**src/rtl/et_pkg.sv**
```systemverilog
package et_pkg;
    localparam int unsigned ADDR_W = 10;
    localparam int unsigned DATA_W = 32;
    localparam int unsigned CNT_W  = 2 * DATA_W;
    localparam int unsigned IDX_W  = 5;

    localparam logic [ADDR_W-1:0] OFS_CAP_LO = 10'h000;
    localparam logic [ADDR_W-1:0] OFS_CAP_HI = 10'h004;
    localparam logic [ADDR_W-1:0] OFS_CFG_LO = 10'h010;
    localparam logic [ADDR_W-1:0] OFS_CFG_HI = 10'h014;
    localparam logic [ADDR_W-1:0] OFS_STAT   = 10'h020;
    localparam logic [ADDR_W-1:0] OFS_CNT_LO = 10'h0F0;
    localparam logic [ADDR_W-1:0] OFS_CNT_HI = 10'h0F4;
    localparam logic [ADDR_W-1:0] CH_BASE    = 10'h100;

    typedef enum logic [3:0] {
        RG_NONE, RG_CAP_LO, RG_CAP_HI, RG_CFG_LO, RG_CFG_HI,
        RG_STAT, RG_CNT_LO, RG_CNT_HI, RG_CHAN
    } reg_sel_e;

    typedef struct packed {
        reg_sel_e         sel;
        logic [IDX_W-1:0] ch_idx;
    } dec_t;

    typedef struct packed {
        logic en;
        logic leg;
        logic cancel;
        logic pit_off;
        logic pit_on;
        logic boot;
    } ctrl_t;

    localparam ctrl_t CTRL_RST = '{en: 1'b0, leg: 1'b0, cancel: 1'b0,
                                   pit_off: 1'b0, pit_on: 1'b0, boot: 1'b1};
endpackage

```
**src/rtl/et_decode.sv**
```systemverilog
module et_decode
    import et_pkg::*;
#(
    parameter int unsigned NUM_CH = 3
) (
    input  logic [ADDR_W-1:0] addr,
    output dec_t              dec,
    output logic              ch_hit
);
    always_comb begin
        dec = '{sel: RG_NONE, ch_idx: '0};
        if (addr >= CH_BASE) begin
            dec.sel    = RG_CHAN;
            dec.ch_idx = addr[ADDR_W-1:5] - IDX_W'(CH_BASE >> 5);
        end else begin
            unique case (addr)
                OFS_CAP_LO: dec.sel = RG_CAP_LO;
                OFS_CAP_HI: dec.sel = RG_CAP_HI;
                OFS_CFG_LO: dec.sel = RG_CFG_LO;
                OFS_CFG_HI: dec.sel = RG_CFG_HI;
                OFS_STAT:   dec.sel = RG_STAT;
                OFS_CNT_LO: dec.sel = RG_CNT_LO;
                OFS_CNT_HI: dec.sel = RG_CNT_HI;
                default:    dec.sel = RG_NONE;
            endcase
        end
    end

    assign ch_hit = (dec.sel == RG_CHAN) && (int'(dec.ch_idx) < int'(NUM_CH));
endmodule

```
**src/rtl/et_counter.sv**
```systemverilog
module et_counter
    import et_pkg::*;
(
    input  logic              clk,
    input  logic              rst_n,
    input  logic              run,
    input  logic              tick,
    input  logic              wr_lo,
    input  logic              wr_hi,
    input  logic [DATA_W-1:0] wdata,
    output logic [CNT_W-1:0]  count
);
    logic [CNT_W-1:0] cnt_d, cnt_q;

    always_comb begin
        cnt_d = cnt_q;
        if (wr_lo) begin
            cnt_d[DATA_W-1:0] = wdata;
        end else if (wr_hi) begin
            cnt_d[CNT_W-1:DATA_W] = wdata;
        end else if (run && tick) begin
            cnt_d = cnt_q + CNT_W'(1);
        end
    end

    always_ff @(posedge clk or negedge rst_n) begin
        if (!rst_n) cnt_q <= '0;
        else        cnt_q <= cnt_d;
    end

    assign count = cnt_q;
endmodule

```
**src/rtl/et_global_ctrl.sv**
```systemverilog
module et_global_ctrl
    import et_pkg::*;
#(
    parameter int unsigned NUM_CH = 3
) (
    input  logic              clk,
    input  logic              por_n,
    input  logic              rst_n,
    input  logic              cfg_we,
    input  logic [1:0]        cfg_wdata,
    input  logic [NUM_CH-1:0] cmp_max,
    output logic              en,
    output logic              leg,
    output logic [NUM_CH-1:0] arm,
    output logic              cancel,
    output logic              pit_off,
    output logic              pit_on
);
    ctrl_t             s_d, s_q;
    logic [NUM_CH-1:0] arm_d, arm_q;
    logic              seen_q;

    always_comb begin
        s_d         = s_q;
        s_d.boot    = 1'b0;
        s_d.cancel  = 1'b0;
        s_d.pit_off = 1'b0;
        s_d.pit_on  = 1'b0;
        arm_d       = '0;
        if (cfg_we) begin
            s_d.en  = cfg_wdata[0];
            s_d.leg = cfg_wdata[1];
            if (cfg_wdata[0] && !s_q.en) arm_d = ~cmp_max;
            s_d.cancel  = !cfg_wdata[0] && s_q.en;
            s_d.pit_off = cfg_wdata[1] && !s_q.leg;
            s_d.pit_on  = !cfg_wdata[1] && s_q.leg;
        end
    end

    always_ff @(posedge clk or negedge rst_n) begin
        if (!rst_n) begin
            s_q   <= CTRL_RST;
            arm_q <= '0;
        end else begin
            s_q   <= s_d;
            arm_q <= arm_d;
        end
    end

    // Marks that the reset tied to power-up has completed once.
    always_ff @(posedge clk or negedge por_n) begin
        if (!por_n)                 seen_q <= 1'b0;
        else if (s_q.boot && rst_n) seen_q <= 1'b1;
    end

    assign en      = s_q.en;
    assign leg     = s_q.leg;
    assign arm     = arm_q;
    assign cancel  = s_q.cancel;
    assign pit_off = s_q.pit_off;
    assign pit_on  = s_q.pit_on || (s_q.boot && seen_q);
endmodule

```
**src/rtl/et_front.sv**
```systemverilog
module et_front
    import et_pkg::*;
#(
    parameter int unsigned      NUM_CH    = 3,
    parameter logic [15:0]      VENDOR_ID = 16'h8086,
    parameter logic [7:0]       REV_ID    = 8'h01,
    parameter logic [31:0]      PERIOD_FS = 32'd10_000_000
) (
    input  logic                     clk,
    input  logic                     por_n,
    input  logic                     rst_n,
    input  logic                     tick,
    input  logic                     bus_wr,
    input  logic                     bus_rd,
    input  logic [9:0]               addr,
    input  logic [31:0]              wdata,
    output logic [31:0]              rdata,
    output logic [63:0]              main_count,
    output logic [NUM_CH-1:0]        chan_sel,
    output logic                     chan_we,
    output logic [4:0]               chan_off,
    output logic [31:0]              chan_wdata,
    input  logic [32*NUM_CH-1:0]     chan_rdata,
    input  logic [NUM_CH-1:0]        chan_cmp_max,
    input  logic [NUM_CH-1:0]        chan_irq,
    output logic [NUM_CH-1:0]        chan_arm,
    output logic                     chan_cancel,
    output logic                     pit_disable,
    output logic                     pit_enable
);
    localparam logic [DATA_W-1:0] CAP_WORD =
        {VENDOR_ID, 1'b1, 1'b0, 1'b1, 5'(NUM_CH - 1), REV_ID};

    initial begin
        if (NUM_CH < 1 || NUM_CH > 24) $error("NUM_CH out of range");
    end

    dec_t              dec;
    logic              ch_hit;
    logic              glb_en, glb_leg;
    logic [DATA_W-1:0] stat_w, chan_rd_w, rd_mux;

    et_decode #(.NUM_CH(NUM_CH)) i_decode (
        .addr   (addr),
        .dec    (dec),
        .ch_hit (ch_hit)
    );

    et_counter i_counter (
        .clk   (clk),
        .rst_n (rst_n),
        .run   (glb_en),
        .tick  (tick),
        .wr_lo (bus_wr && dec.sel == RG_CNT_LO),
        .wr_hi (bus_wr && dec.sel == RG_CNT_HI),
        .wdata (wdata),
        .count (main_count)
    );

    et_global_ctrl #(.NUM_CH(NUM_CH)) i_ctrl (
        .clk       (clk),
        .por_n     (por_n),
        .rst_n     (rst_n),
        .cfg_we    (bus_wr && dec.sel == RG_CFG_LO),
        .cfg_wdata (wdata[1:0]),
        .cmp_max   (chan_cmp_max),
        .en        (glb_en),
        .leg       (glb_leg),
        .arm       (chan_arm),
        .cancel    (chan_cancel),
        .pit_off   (pit_disable),
        .pit_on    (pit_enable)
    );

    // Channel steering: one select per implemented channel.
    always_comb begin
        chan_sel  = '0;
        chan_rd_w = '0;
        for (int i = 0; i < int'(NUM_CH); i++) begin
            if (ch_hit && dec.ch_idx == IDX_W'(i)) begin
                chan_sel[i] = bus_wr || bus_rd;
                chan_rd_w   = chan_rdata[i*32 +: 32];
            end
        end
    end

    assign chan_we    = bus_wr && ch_hit;
    assign chan_off   = addr[4:0];
    assign chan_wdata = wdata;

    always_comb begin
        stat_w             = '0;
        stat_w[NUM_CH-1:0] = chan_irq;
        unique case (dec.sel)
            RG_CAP_LO: rd_mux = CAP_WORD;
            RG_CAP_HI: rd_mux = PERIOD_FS;
            RG_CFG_LO: rd_mux = {30'd0, glb_leg, glb_en};
            RG_STAT:   rd_mux = stat_w;
            RG_CNT_LO: rd_mux = main_count[31:0];
            RG_CNT_HI: rd_mux = main_count[63:32];
            RG_CHAN:   rd_mux = chan_rd_w;
            default:   rd_mux = '0;
        endcase
    end

    assign rdata = bus_rd ? rd_mux : '0;
endmodule

```
**config.mk**
```make
export PLATFORM = sky130hd
export DESIGN_NAME = et_front
export DESIGN_NICKNAME = d
export VERILOG_FILES = /design/src/rtl/et_pkg.sv /design/src/rtl/et_decode.sv /design/src/rtl/et_counter.sv /design/src/rtl/et_global_ctrl.sv /design/src/rtl/et_front.sv
export SDC_FILE = /design/constraint.sdc
export NUM_CORES = 1
export LEC_CHECK = 0
export ABC_AREA = 1
export BUFFER_PORTS_ARGS = -buffer_cell sky130_fd_sc_hd__buf_2
export CAP_MARGIN = 5
export CORE_ASPECT_RATIO = 0.5
export CORE_UTILIZATION = 50
export DETAILED_ROUTE_END_ITERATION = 12
export PLACE_DENSITY = 0.93
export SLEW_MARGIN = 5
export SYNTH_ARGS = -nofsm -noshare
export SYNTH_HDL_FRONTEND = slang
export SYNTH_SLANG_ARGS = --single-unit
```
**constraint.sdc**
```tcl
create_clock -name clk -period 3.44 [get_ports clk]
set_input_delay 0.172 -clock clk [delete_from_list [all_inputs] [get_ports clk]]
set_output_delay 0.172 -clock clk [all_outputs]
set_load 0.02 [all_outputs]
```
### After elaboration in Yosys (flattened, before gate mapping)

Cells that the tools add are included.

* register bits after elaboration: 74
* logic and storage cells: 77
* output and inout bits: 143

* bitwise operators: 2
* equality and inequality tests: 16
* mux-type cells: 18
* add/subtract/negate cells: 2
* reduce and logical (&&, ||, !) cells: 27
* $lt $le $gt $ge: 2

Operators by type and width (number)
* $mux W32: 7
* $pmux W32 S7: 1
* $add A64 B1 Y64 const B: 1
* $mux W64: 1
* $pmux W3 S7: 1
* $eq A10 B5 Y1 const B: 2
* $eq A10 B8 Y1 const B: 2
* $logic_and A1 B1 Y1: 15
* $eq A4 B3 Y1 const B: 3
* $eq A10 B3 Y1 const B: 1
* $eq A10 B6 Y1 const B: 1
* $ge A10 B9 Y1 const B: 1
* $logic_not A10 Y1: 1
* $mux W3: 3
* $eq A4 B2 Y1 const B: 2
* $eq A5 B1 Y1 const B: 1
* $eq A5 B2 Y1 const B: 1
* $logic_not A5 Y1: 1
* $lt A5 B2 Y1 const B: 1
* $mux W5: 1
* $sub A5 B4 Y5 const B: 1
* $eq A4 B1 Y1 const B: 1
* $eq A4 B4 Y1 const B: 1
* $logic_not A1 Y1: 4
* 8 further kinds: 13

### Depth between registers and ports, before layout

Gate-level depths: netlist of run 1.

* depth in word-level cells: 11
* mapped depth: 12

### Hierarchy

Synthesis of run 1 repeated with hierarchy kept, for this count alone.

* cells, all modules: 1366
* area total of the unflattened synthesis: 7853.8 µm²

By module, submodules not included
* et_counter: cells each 795, times used 1, area each 4921.0 µm²
* et_front: cells each 487, times used 1, area each 2358.5 µm²
* et_global_ctrl: cells each 39, times used 1, area each 362.8 µm²
* et_decode: cells each 45, times used 1, area each 211.5 µm²

### Worst setup path after synthesis of run 1

OpenSTA, ideal clock, no wires.

* kind: flip-flop to flip-flop
* start point: reg i_counter.cnt_q[1] (netlist: i_counter.count[1])
* end point: reg i_counter.cnt_q[62] (netlist: i_counter.count[62])
* clock period less this slack: 1833 ps
* library setup time: 117 ps
* arrival time: 1716 ps
* buffers on the path: 0
* cell stages (with the launch flop): 11
* data required time: 3323 ps
* setup slack: 1607 ps
* path through: dfrtp_1 ha_1 inv_1 nor2_4 nand2_1 nor2_1 nand2_1 o21ai_0 nand3_1 nand3_1 nand2_1

* word-level cells in the longest chain between the ends: 3

Ends and longest elaborated chain
* start: declaration: RTL line et_counter.sv:13 `logic [CNT_W-1:0] cnt_d, cnt_q;`
* start signal: assignment: RTL line et_counter.sv:28 `else cnt_q <= cnt_d;`
* $add A64 B1 Y64: RTL line et_counter.sv:22 `cnt_d = cnt_q + CNT_W'(1);`
* $mux W64: RTL line et_counter.sv:21 `end else if (run && tick) begin`
* $mux W32: RTL line et_counter.sv:19 `end else if (wr_hi) begin`

Every way passes these cells. The select of a mux whose other input is x is not followed.
A chain may end at the register's enable or synchronous reset.

### Worst setup path after layout of run 1

* start point: in addr[7]
* end point: out rdata[7]

* word-level cells in the longest chain between the ends: 11
* elaborated cells between the ends (all ways): 32
* those cells by class: add/sub (1); order compare (2); eq/ne (15); mux (8); reduce/logical (6)

Ends and longest elaborated chain
* start: declaration: RTL line et_front.sv:15 `input logic [9:0] addr,`
* branches (longest 9 deep; another with $ge A10 B9 Y1)
* $pmux W32 S7 (*): RTL line et_front.sv:94 `unique case (dec.sel)`
* $mux W32 (*): RTL line et_front.sv:106 `assign rdata = bus_rd ? rd_mux : '0;`
* end: declaration: RTL line et_front.sv:17 `output logic [31:0] rdata,`

Mark *: on every way between the ends.

==> results of run 1 <==
[area by class of cell]
class | count | area (µm²) | share of cell area
multi-input cells | 1042 | 4650 | 0.498
flip-flops and latches | 74 | 1850 | 0.198
repair buffers | 307 | 1610 | 0.172
inverters | 176 | 662 | 0.0709
well taps | 198 | 248 | 0.0265
clock buffers | 9 | 225 | 0.0241
clock inverters | 6 | 90.1 | 0.00965
[power by group through the flow]
stage	combinational (W)	sequential, W	clock (W)
6_report	0.000740	0.00110	0.00106
5_1_grt	0.000798	0.00109	0.00109
4_1_cts	0.000725	0.00108	0.00105
3_5_place_dp	0.000717	0.00109	0
3_3_place_gp	0.000710	0.00109	0
2_1_floorplan	0.000360	0.00111	0
[worst paths after layout]
| kind | start | endpoint | slack, ps | depth (start not counted) |
|---|---|---|---|---|
| max reg2reg | i_counter.count[1] | i_counter.count[62] | 1260 | 10 |
| min | chan_cmp_max[1] | i_ctrl.arm[1] | 4 | 2 |
| min reg2reg | i_ctrl.seen_q | i_ctrl.seen_q | 470 | 1 |
| max | addr[7] | rdata[7] | 860 | 10 |
| min in group asynchronous | por_n | i_ctrl.seen_q | 140 | 2 |
| max in group asynchronous | rst_n | i_counter.count[44] | 2330 | 3 |
[cell families (layout without fill, tap and decap cells)]
group / count (synthesis) / in the layout / share of synthesized area
adders and majority gates: 1 / 1 / 0.00162
other: 1 / 1 / 0.000487
and+or+nand+nor: 915 / 915 / 0.507
xor gates and xnor gates: 21 / 21 / 0.0239
DFF: 74 / 74 / 0.240
AOI/OAI and AO/OA: 104 / 104 / 0.0703
buffers and inverters: 258 / 498 / 0.156
[worst max-delay path: stages]
cell	delay [ps]
buf_2	130
nor2_1	540
buf_4	300
nand3_1	410
o21ai_0	300
a21oi_1	100
nand4_1	120
nand2_1	80
inv_1	80
buf_2	170
[registers in the layout, summed over array words and instances, names as in the netlist]
| name | count |
|---|---|
| i_counter.count | 64 |
| i_ctrl.arm | 3 |
| i_ctrl.cancel | 1 |
| i_ctrl.en | 1 |
| i_ctrl.leg | 1 |
| i_ctrl.pit_off | 1 |
| i_ctrl.s_q | 2 |
| i_ctrl.seen_q | 1 |
[metrics by stage]
step,hold WS [ps],std cells
global route,3.00,1812
CTS,3.61,1812
global placement,-53.1,1793
floorplan,-124,1374
finish,3.54,1812
detailed placement,-51.1,1793
[per-layer routing]
layer	share of wire	routed length, µm	up-vias	GRT usage
li1	-	-	4750	-
met1	0.39	12600	4572	0.562
met2	0.41	13500	874	0.579
met3	0.17	5550	118	0.126
met4	0.031	1020	0	0.129
met5	0	0	-	0
[synth_stat cells (2+ instances only)]
master,number
a21oi_1,17
dfrtp_1,73
nand4_1,62
nand3_1,103
or2_0,3
buf_2,18
buf_1,3
o21ai_0,67
inv_2,7
nor2_2,3
nor2_1,185
a21o_1,2
or2_2,15
nand2_4,3
nand4_2,2
inv_1,167
nor3_1,10
clkbuf_1,12
xor2_1,11
nor2_4,3
o21ai_1,12
nand3b_1,3
buf_6,7
nand2_1,514
xnor2_1,10
nor4_1,4
buf_4,42
==> results.cfg, run 1 <==
[status]
status = completed

[pwr]
pwr-share-clk = 0.366
power.leakage_nw = 5.09
p_seq_frac = 0.379
ir_worst_vdd_uv = 215
p_per_area_nw_per_um2 = 310
p_sw_frac = 0.373
intPower_w = 0.00181
total_power_w = 0.00290
power_frac_comb = 0.256
switching_power_w = 0.00108

[logic_synthesis]
ys_types = 43
synth_edf_count = 0
synth_area_um2 = 7710
async_reset_ff_frac = 1.00
synth_seq_cells = 74
synth.top_cell.area_share = 0.250
synth_area_per_cell_um2 = 5.61
synthCells = 1374
synth_warnings = 0
ys_seq_area_frac = 0.240
synth_area_leaders = nand2_1 (25%), dfrtp_1 (24%), nor2_1 (9.0%), inv_1 (8.1%), nand3_1 (6.7%)
yosysTopAreaCell = nand2_1
synth_ff_type = dfrtp_1
syn-num-nets = 1525

[drt]
wire_per_inst_um = 18.0
totalWireLength_mm = 32.6
ant_nets = 0
drt_first_pass_iters = 8
drt-initial-drc-count = 1849
vias_per_cell = 5.69
drc_errors = 0
vias = 10300

[sta]
fmax_mhz = 388
worst_pin_slew_ps = 772
period_share = 0.749
fin_skew_ps = 12.5
rsz0062_at_grt = false
fin_crit_ps = 2580
slew_viol_final = 0
final.setup.tns_ps = 0
worst_slack_ps = 863
hold_viol_final = 0
max_slew_margin = 0.485
finalSetupViolations = 0

[setup_path]
worstPathMaxFanout = 16
crit_type = input pin to primary output
end_kind = primary output
arrival_ps = 2410
required_ps = 3270
start_kind = input pin

[layout]
utilization = 0.634
antenna_cells = 0
fin_nets = 1761
area_delta_synth_final_pct = 21.2
fill_cells = 1469
drive_gt1_frac = 0.222
layout_commonest_cell = nand2_1
final_cell_mix = nand2_1 (514), buf_2 (292), nor2_1 (185)
stdcell_area_um2 = 9340

[job]
cap_viol_max_count = 0

[clock_tree]
cts_tree = yes
htreeDepth = 3
clock_latency_ps = 350
root_buffer = clkbuf_16
cts_resized = 0
clk_pin_slew_ps = 60
ctsHoldBuffers = 4
cts_buffers = 9
clock-sinks = 74
cts_buffer_depth = 2
post_cts_buffers = 0

[floorplan]
core-area_um2 = 14700
rows = 31
initial_core_util = 0.523
chipHeight_um = 89.8
pin_count = 293
die_width_um = 178
dieArea_um2 = 15900

[place]
dp_slack_ps = 950
numPortBuffers = 292
placed_cell_area_um2 = 8980
dp_hpwl_mm = 25.1
globalplace.congestion = 1.05

[min_path]
hold_path.class = input pin to flop

[global_route]
grt.total_usage = 0.401
grt_max_degree = 37
antenna_found_initial = 0
grt_pass1_vias = 8882
overflow = 0
grt_pass1_wl_mm = 48.8
Note: power is estimated with default switching activity, not from simulation.
==> inputs of run 2 (changes only) <==
- CORE_UTILIZATION: 50 -> 46
- PLACE_DENSITY: 0.93 -> 0.91
- clock period: 3.44 -> 2.1 ns (I/O delays scaled with it)
==> run 2 against run 1 <==
Net effect:
- sequential cell count unchanged
- final area grew 3.9%
- core utilization decreased by 4.2 points
- sequential power rose by 59%
- first-iteration DRC count down 30%
- critical endpoint is now i_counter.count[33]
==> results.cfg, run 2 (synthesized netlist as in run 1, its figures left out) <==
[global_route]
grt_max_degree = 65
overflow = 0
grt_pass1_vias = 8934
grt_pass1_wl_mm = 48.8
grt.total_usage = 0.375
antenna_found_initial = 0

[clock_tree]
cts_buffer_depth = 2
cts_buffers = 9
cts_tree = yes
clock-sinks = 74
htreeDepth = 3
clock_latency_ps = 350
root_buffer = clkbuf_16
clk_pin_slew_ps = 60

[setup_path]
cpMaxStageDelayCell = dfrtp_1
crit_family = simple AND/OR/NAND/NOR gates
cp_cell_sequence = nand2_1, nor2_1, nand3_1, nor2_1, nand3_2, o21ai_0, nand3_1, nand2_1, inv_1
start_kind = flop
crit_type = flop to flop
crit_path_max_incr_delay_ps = 450
critPathLaunch = i_counter.count[3]
timing.rr.start = i_counter.count[3]
required_ps = 2340
path_buf_inv = 1
end_kind = flop
worstPathMaxFanout = 6
arrival_ps = 2170

[sta]
slew_viol_final = 0
worst_pin_slew_ps = 590
rsz0062_at_grt = false
period_share = 0.921
fin_skew_ps = 11.4
final.setup.tns_ps = 0
finalSetupViolations = 0
fin_crit_ps = 1930
hold_slack_ps = 61.6
hold_viol_final = 0
max_slew_margin = 0.607
fmax_mhz = 517

[drt]
vias = 10300
drt-initial-drc-count = 1300
routed.top_layer = met4
vias_per_cell = 5.46
wl_met3_mm = 5.17
ant_nets = 0
totalWireLength_mm = 33.0
wire_per_inst_um = 17.6
drc_errors = 0
drt_first_pass_iters = 6
wl_met2_mm = 13.7
met1_length_mm = 13.4

[min_path]
min_from = wdata[1]
hold_path.class = input pin to flop

[floorplan]
initial_core_util = 0.470
dieArea_um2 = 17300
rows = 33
chipHeight_um = 93.5
die_width_um = 185
pin_count = 293
core-area_um2 = 16400

[layout]
fin_nets = 1799
utilization = 0.592
seq_area_um2 = 1860
layout_commonest_cell = nand2_1
final_cell_mix = nand2_1 (514), buf_2 (292), nor2_1 (183)
largest_register_ffs = 64
fill_cells = 1620
multi_input_area_um2 = 4660
antenna_cells = 0
area_delta_synth_final_pct = 25.9
drive_gt1_frac = 0.244

[pwr]
p_per_area_nw_per_um2 = 486
power.leakage_nw = 5.28
ir_worst_vdd_uv = 414
total_power_w = 0.00471

[place]
dp_hpwl_mm = 25.9
numPortBuffers = 292
globalplace.congestion = 1.02

[status]
status = completed

[job]
cap_viol_max_count = 0
-- run 2: power breakdown --
group | leakage (nW) | internal (W) | switching (W)
sequential | 0.989 | 0.00153 | 0.000217
clock | 0.147 | 0.000969 | 0.000707
combinational | 4.15 | 0.000445 | 0.000845
-- run 2: path summary, 6_finish.rpt --
kind	end	slack (ps)	depth (start not counted)
setup reg to reg	i_counter.count[33]	170	9
setup / recovery	i_counter.count[33]	170	9
min in group asynchronous	i_ctrl.seen_q	70	2
max in group asynchronous	i_counter.count[9]	1200	3
hold / removal	i_ctrl.s_q[1]	60	2
hold reg to reg	i_ctrl.seen_q	480	1
-- run 2: what timing repair did --
item | CTS | global route
endpoints found under the setup margin | 0 | 5
buffers inserted | 0 | 0
hold buffers | 6 | 0
hold endpoints to repair | 14 | 0
gates resized for setup | 0 | 8
-- run 2: area by class of cell --
type | instances | area share
multi-input combinational | 1042 | 0.480
timing repair buffer | 345 | 0.198
sequential | 74 | 0.192
inverter | 176 | 0.0682
tap | 227 | 0.0293
clock buffer | 10 | 0.0246
clock inverter | 6 | 0.00761
-- run 2: per-stage QoR --
| stage | instance area (µm²) | std cells | setup slack [ps] |
|---|---|---|---|
| after floorplan | 7710 | 1374 | 267 |
| after global placement | 9310 | 1858 | 198 |
| after detailed placement | 9310 | 1858 | 172 |
| after CTS | 9690 | 1880 | 117 |
| after global routing | 9700 | 1880 | 9.95 |
| final | 9700 | 1880 | 166 |
-- run 2: metal layers --
layer | up-vias | global-route usage
li1 | 4818 | -
met1 | 4595 | 0.501
met2 | 781 | 0.565
met3 | 77 | 0.139
met4 | 0 | 0.101
met5 | - | 0
